$ cat config.mk
export PLATFORM = sky130hd
export DESIGN_NAME = xvec_reloc
export DESIGN_NICKNAME = d
export VERILOG_FILES = /design/src/rtl/xvec_pkg.sv /design/src/rtl/xvec_sel.sv /design/src/rtl/xvec_addr.sv /design/src/rtl/xvec_state.sv /design/src/rtl/xvec_reloc.sv
export SDC_FILE = /design/constraint.sdc
export NUM_CORES = 1
export LEC_CHECK = 0
export ABC_AREA = 1
export BUFFER_PORTS_ARGS = -buffer_cell sky130_fd_sc_hd__buf_4
export CAP_MARGIN = 5
export CELL_PAD_IN_SITES_DETAIL_PLACEMENT = 0
export CELL_PAD_IN_SITES_GLOBAL_PLACEMENT = 1
export CORE_AREA = 2 2 156 158
export DETAILED_ROUTE_END_ITERATION = 6
export DIE_AREA = 0 0 158 160
export PLACE_DENSITY_LB_ADDON = 0.1
export RECOVER_POWER = 25
export SYNTH_ARGS = -nofsm -noshare
export SYNTH_HDL_FRONTEND = slang
export SYNTH_SLANG_ARGS = --single-unit
$ cat constraint.sdc
create_clock -name clk -period 1 [get_ports clk]
set_input_delay 0.05 -clock clk [delete_from_list [all_inputs] [get_ports clk]]
set_output_delay 0.05 -clock clk [all_outputs]
set_load 0.05 [all_outputs]
$ cat src/rtl/xvec_pkg.sv
package xvec_pkg;

    localparam int CLASS_W = 4;

    typedef logic [CLASS_W-1:0] xcls_t;

    localparam xcls_t XC_SRESET = 4'h1;
    localparam xcls_t XC_MCHK   = 4'h2;

    typedef enum logic [1:0] {
        RL_NONE = 2'd0,
        RL_RSVD = 2'd1,
        RL_LOW  = 2'd2,
        RL_HIGH = 2'd3
    } reloc_e;

endpackage

$ cat src/rtl/xvec_sel.sv
module xvec_sel
    import xvec_pkg::*;
(
    input  logic   model_new,
    input  xcls_t  cls,
    input  logic   cur_ir,
    input  logic   cur_dr,
    input  reloc_e pcr_mode,
    output reloc_e eff_mode
);

    logic class_blocks;
    logic xlate_off;

    always_comb begin
        class_blocks = (cls == XC_SRESET) || (cls == XC_MCHK);
        xlate_off    = !(cur_ir && cur_dr);
        eff_mode     = pcr_mode;
        if (!model_new || class_blocks || xlate_off) begin
            eff_mode = RL_NONE;
        end
    end

endmodule

$ cat src/rtl/xvec_addr.sv
module xvec_addr
    import xvec_pkg::*;
#(
    parameter int                ADDR_W   = 64,
    parameter logic [ADDR_W-1:0] OFS_LOW  = ADDR_W'(64'h0000_0000_0001_8000),
    parameter logic [ADDR_W-1:0] OFS_HIGH = ADDR_W'(64'hC000_0000_0000_4000)
) (
    input  reloc_e            eff_mode,
    input  logic [ADDR_W-1:0] base_ofs,
    input  logic [ADDR_W-1:0] prefix,
    output logic [ADDR_W-1:0] addr,
    output logic              err
);

    logic [ADDR_W-1:0] reloc_term;
    logic [ADDR_W-1:0] plain_addr;

    always_comb begin
        plain_addr = base_ofs | prefix;
        reloc_term = '0;
        err        = 1'b0;
        unique case (eff_mode)
            RL_LOW:  reloc_term = OFS_LOW;
            RL_HIGH: reloc_term = OFS_HIGH;
            RL_RSVD: err        = 1'b1;
            default: reloc_term = '0;
        endcase
        addr = err ? '0 : (plain_addr | reloc_term);
    end

endmodule

$ cat src/rtl/xvec_state.sv
module xvec_state
    import xvec_pkg::*;
#(
    parameter int STATE_W = 64,
    parameter int IR_POS  = 5,
    parameter int DR_POS  = 4,
    parameter int LE_POS  = 0,
    parameter int ME_POS  = 12
) (
    input  reloc_e             eff_mode,
    input  xcls_t              cls,
    input  logic               ile,
    input  logic [STATE_W-1:0] dflt_state,
    output logic [STATE_W-1:0] new_state
);

    always_comb begin
        new_state = dflt_state;
        if (cls == XC_MCHK) begin
            new_state[ME_POS] = 1'b0;
        end
        if (ile) begin
            new_state[LE_POS] = 1'b1;
        end
        if ((eff_mode == RL_LOW) || (eff_mode == RL_HIGH)) begin
            new_state[IR_POS] = 1'b1;
            new_state[DR_POS] = 1'b1;
        end
    end

endmodule

$ cat src/rtl/xvec_reloc.sv
module xvec_reloc
    import xvec_pkg::*;
#(
    parameter int                ADDR_W   = 64,
    parameter int                STATE_W  = 64,
    parameter int                IR_POS   = 5,
    parameter int                DR_POS   = 4,
    parameter int                LE_POS   = 0,
    parameter int                ME_POS   = 12,
    parameter bit                REG_OUT  = 1'b1,
    parameter logic [ADDR_W-1:0] OFS_LOW  = ADDR_W'(64'h0000_0000_0001_8000),
    parameter logic [ADDR_W-1:0] OFS_HIGH = ADDR_W'(64'hC000_0000_0000_4000)
) (
    input  logic               clk,
    input  logic               rst_n,
    input  logic               req_valid,
    input  logic [3:0]         req_class,
    input  logic [STATE_W-1:0] cur_state,
    input  logic               model_new,
    input  logic [1:0]         pcr_reloc,
    input  logic               pcr_ile,
    input  logic [ADDR_W-1:0]  base_ofs,
    input  logic [ADDR_W-1:0]  vec_prefix,
    input  logic [STATE_W-1:0] dflt_state,
    output logic               out_valid,
    output logic [ADDR_W-1:0]  vec_addr,
    output logic [STATE_W-1:0] new_state,
    output logic               sel_err
);

    typedef struct packed {
        logic               vld;
        logic               err;
        logic [ADDR_W-1:0]  addr;
        logic [STATE_W-1:0] st;
    } res_t;

    reloc_e             eff_mode;
    logic [ADDR_W-1:0]  addr_c;
    logic [STATE_W-1:0] state_c;
    logic               err_c;
    res_t               res_c;
    res_t               res_o;

    xvec_sel u_sel (
        .model_new (model_new),
        .cls       (xcls_t'(req_class)),
        .cur_ir    (cur_state[IR_POS]),
        .cur_dr    (cur_state[DR_POS]),
        .pcr_mode  (reloc_e'(pcr_reloc)),
        .eff_mode  (eff_mode)
    );

    xvec_addr #(
        .ADDR_W   (ADDR_W),
        .OFS_LOW  (OFS_LOW),
        .OFS_HIGH (OFS_HIGH)
    ) u_addr (
        .eff_mode (eff_mode),
        .base_ofs (base_ofs),
        .prefix   (vec_prefix),
        .addr     (addr_c),
        .err      (err_c)
    );

    xvec_state #(
        .STATE_W (STATE_W),
        .IR_POS  (IR_POS),
        .DR_POS  (DR_POS),
        .LE_POS  (LE_POS),
        .ME_POS  (ME_POS)
    ) u_state (
        .eff_mode   (eff_mode),
        .cls        (xcls_t'(req_class)),
        .ile        (pcr_ile),
        .dflt_state (dflt_state),
        .new_state  (state_c)
    );

    always_comb begin
        res_c.vld  = req_valid;
        res_c.err  = err_c;
        res_c.addr = addr_c;
        res_c.st   = state_c;
    end

    generate
        if (REG_OUT) begin : g_reg
            res_t res_d;
            res_t res_q;

            always_comb begin
                res_d     = res_q;
                res_d.vld = req_valid;
                if (req_valid) begin
                    res_d = res_c;
                end
            end

            always_ff @(posedge clk) begin
                if (!rst_n) begin
                    res_q <= '0;
                end else begin
                    res_q <= res_d;
                end
            end

            assign res_o = res_q;

            assert_valid_lag_R10: assert property (@(posedge clk) disable iff (!rst_n)
                out_valid == $past(req_valid));
            assert_hold_R10: assert property (@(posedge clk) disable iff (!rst_n)
                !$past(req_valid) |-> ($stable(vec_addr) && $stable(new_state) && $stable(sel_err)));
        end else begin : g_comb
            assign res_o = res_c;
        end
    endgenerate

    assign out_valid = res_o.vld;
    assign vec_addr  = res_o.addr;
    assign new_state = res_o.st;
    assign sel_err   = res_o.err;

    assert_old_model_R2: assert property (@(posedge clk) disable iff (!rst_n)
        (req_valid && !model_new) |-> (eff_mode == RL_NONE));
    assert_mchk_R3: assert property (@(posedge clk) disable iff (!rst_n)
        (req_valid && req_class == XC_MCHK) |-> (eff_mode == RL_NONE && !state_c[ME_POS]));
    assert_sreset_R4: assert property (@(posedge clk) disable iff (!rst_n)
        (req_valid && req_class == XC_SRESET) |-> (eff_mode == RL_NONE));
    assert_xlate_off_R5: assert property (@(posedge clk) disable iff (!rst_n)
        (req_valid && !(cur_state[IR_POS] && cur_state[DR_POS])) |-> (eff_mode == RL_NONE));
    assert_xlate_on_R6: assert property (@(posedge clk) disable iff (!rst_n)
        (req_valid && eff_mode[1]) |-> (state_c[IR_POS] && state_c[DR_POS]));
    assert_rsvd_err_R7: assert property (@(posedge clk) disable iff (!rst_n)
        req_valid |-> ((err_c == (eff_mode == RL_RSVD)) && (!err_c || addr_c == '0)));
    assert_le_R8: assert property (@(posedge clk) disable iff (!rst_n)
        (req_valid && pcr_ile) |-> state_c[LE_POS]);

endmodule

==> impl_summary.md <==
Run status
The flow ran to the end, and the final reports show no timing, DRC or antenna violations.

Placed design
The total of buffers placed on input and output ports is 334. Once detailed placement completed, the half-perimeter wirelength came to 13.8 mm. The last weighted congestion value of the routability-driven placer is 0.740.

Detailed routing
The total vias in the final route is 6044. In this run the remaining antenna-violating nets after routing total 0. In the final routed layout, each cell accounts on average for 14.6 um.

Wires add up to 21.0 mm. The post-route DRC violation count is 0. The first routing iteration left 203 violations. The first detailed-routing pass ran for 5 iterations. The post-detailed-route via-to-cell ratio is 4.19.

STA
Setup violations remaining at the end of the flow were counted as 0. The minimum clock period after layout is 0.967 ns. The total count of max-transition violations in the final report is 0. The maximum clock rate is 1030 MHz.

The headroom to the max-slew limit is 75.0%. Setup repair after global routing could not meet its margin everywhere. The worst path uses 96.7% of the clock period. The number of hold-slack violations in the final timing report is 0. The clock arrives with 0 ns of skew.

The setup TNS after final layout is 0 ns. The slew at the pin with the worst max-slew slack is 0.373 ns.

Synth
The fraction of post-synthesis cell area in the top cell type by area is 53.8%. The largest area contributor in the synthesized netlist is dfxtp_1. The cell count after synthesis came out at 594. The register bit count reported by yosys is 130. Synthesis instantiated 22 different standard cells from the library. The warning count from the yosys run is 0. The post-synthesis sequential area ratio is 53.8%.

The share of synthesized flip-flops with an asynchronous set or reset is 0%. In this run, synthesis inferred 0 flip-flops with an integrated enable. A synthesized cell averages 8.15 um2. The netlist area before placement is 0.00484 mm2.

In the synthesized netlist the dominant register cell turns out to be dfxtp_1. The post-synthesis net count is 861. By area the synthesized netlist is led by dfxtp_1 54%, nor2_1 10%, o211ai_1 9.2%.

Worst setup path
The worst register-to-register path begins at vec_addr[58]. The most critical setup path has its startpoint at vec_addr[50]. Setup slack on the worst reg-to-reg path comes out at 0.32 ns. The type of origin of the critical path is a register. The length in cells of the worst reg-to-reg path is 3. The worst-path maximum fanout is 2. The critical path is of the reg2out type.

The end point of the critical path is vec_addr[50]. The data arrival at the endpoint of the critical path is 0.92 ns. The endpoint of the worst-slack reg-to-reg timing path is vec_addr[58]. In this run the number of cells on the critical path is 1. For the worst setup path, the data required time is 0.95 ns. The number of buffers and inverters on the critical path is 1. The delay contributed by the slowest stage of the critical path is 0.34 ns.

The kind of cell adding the most delay to the critical path is flip-flops. The category of the worst setup path capture point is a primary output. The critical path's slowest cell is dfxtp_1.

The signal on the critical path passes through buf_6.

Die
The vertical die dimension is 160 um. 397 I/O pins were placed. From left edge to right edge, the die measures 158 um. The initial core utilization is 20.3%. The total area inside the core boundary comes to 0.0238 mm2. The number of rows in the core area is 57.

The full die area is 0.0253 mm2.

GRT
The number of global-route vias before repair came to 6555. The global-route usage over all layers is 16.5%. The initial antenna violation count was 0. For this run the aggregate overflow at the end of global routing stands at 0. The largest net degree at the start of global routing is 54.

The global-route wire length before repair is 32.9 mm.

Layout
The commonest non-fill, non-tap cell in the layout is buf_4. For this run, the share of the core covered by cells in the final layout is 45.7%. The repair_antennas step left the layout with diodes totalling 0.

The library cells used most frequently in the layout, excluding fill and tap cells, are 215 x buf_4, 183 x dlygate4sd3_1, 130 x nor2_1, 128 x buf_6, 110 x dfxtp_2. The area growth from synthesis to layout is 125%. At the end of the flow, the number of nets in the layout was 1373.

Cells with a size suffix above 1 make up 45.4% of the layout.

Hold path
The kind of path behind the tightest hold check is in2reg.

Clock tree
Clock-pin slew was measured on the worst setup and hold paths at 0.06 ns. In this run the deepest clock path goes through 2 buffers. The root buffer cell is clkbuf_16. The number of clock buffers added by TritonCTS is 17. TritonCTS built the clock tree. In this run the number of H-tree levels came out at 4. The later pin in the worst-skew pair is clocked with a latency of 0.40 ns. Clock tree synthesis found a total of 130 sinks.

Power
The maximum vdd ir drop is 0.721 mV. The analysis attributes to cell leakage a power of 4.79 nW. The cell area power density is 1520 mW/mm2.

Job
The total of max-cap violations is 0.
[where the power goes]
part | internal (mW) | switching, mW
clock network | 3.99 | 2.44
logic | 2.00 | 2.26
registers | 5.61 | 0.241
total | 11.6 | 4.93
[repair_timing]
action                                  CTS  global route
gates cloned                              0             1
pin swaps                                 0             0
resized for setup                       174            71
hold buffers                            183             0
endpoints found under the setup margin  122            75
hold endpoints to repair                125             0
buffers inserted                          0             1
[worst min path at each step]
stage | from | endpoint | slack, ns | cells past startpoint
after global routing | vec_prefix[35] | vec_addr[35] | 0.01 | 3
after global placement | dflt_state[22] | new_state[22] | 0.28 | 3
final | vec_prefix[35] | vec_addr[35] | 0.007 | 3
after CTS | vec_prefix[35] | vec_addr[35] | 0.0002 | 3
after detailed placement | dflt_state[41] | new_state[41] | 0.28 | 3
after floorplan | dflt_state[0] | new_state[0] | 0.17 | 2
[area by class of cell]
class	count	area, um2
Clock buffer	19	443
Timing Repair Buffer	539	5130
Multi-Input combinational cell	409	1970
Sequential cell	130	2740
Clock inverter	12	158
Fill cell	2406	12900
Tap cell	324	405
Inverter	9	38.8
[per-stage QoR]
stage / hold slack [ns] / total power [mW] / cell area (um2) / cells / worst slack (ns)
after detailed placement: 0.278 / 9.28 / 7790 / 1226 / -0.112
after global placement: 0.275 / 9.28 / 7790 / 1226 / -0.101
after floorplan: 0.175 / 7.74 / 4840 / 594 / 0.0687
after CTS: 0.000196 / 16.7 / 10700 / 1440 / 0.000141
final: 0.00710 / 16.5 / 10900 / 1442 / 0.0334
after global routing: 0.0137 / 17.3 / 10900 / 1442 / -0.00600
[layer usage]
layer  track usage, %  up-vias  part of all wire [%]
met1             17.9     2745                    40
met5                0        -                     0
li1                 -     3036                     -
met3             5.24       38                   7.5
met2             29.3      225                    49
met4             6.92        0                   2.9
[synth_stat cells (2+ instances only)]
master / n
dfxtp_1: 130
nor2_1: 130
nand2_1: 79
o21ai_0: 65
a21oi_1: 62
o211ai_1: 59
clkbuf_1: 26
buf_2: 10
buf_4: 8
a21oi_2: 5
inv_1: 5
inv_2: 2
inv_4: 2
nand2_2: 2
nand3_1: 2
[cells by family (layout without fill, tap and decap cells)]
kind of cell    Yosys count  in the layout  synth area share [%]
flops                   130            130                  53.8
simple gates            217            217                  17.5
compound gates          192            192                  23.3
buf+inv                  55            579                  5.40
[registers in the layout (all words and copies together), names as in the netlist]
register   cells
new_state     64
vec_addr      64
out_valid      1
sel_err        1
(Power assumes the default switching activity.)
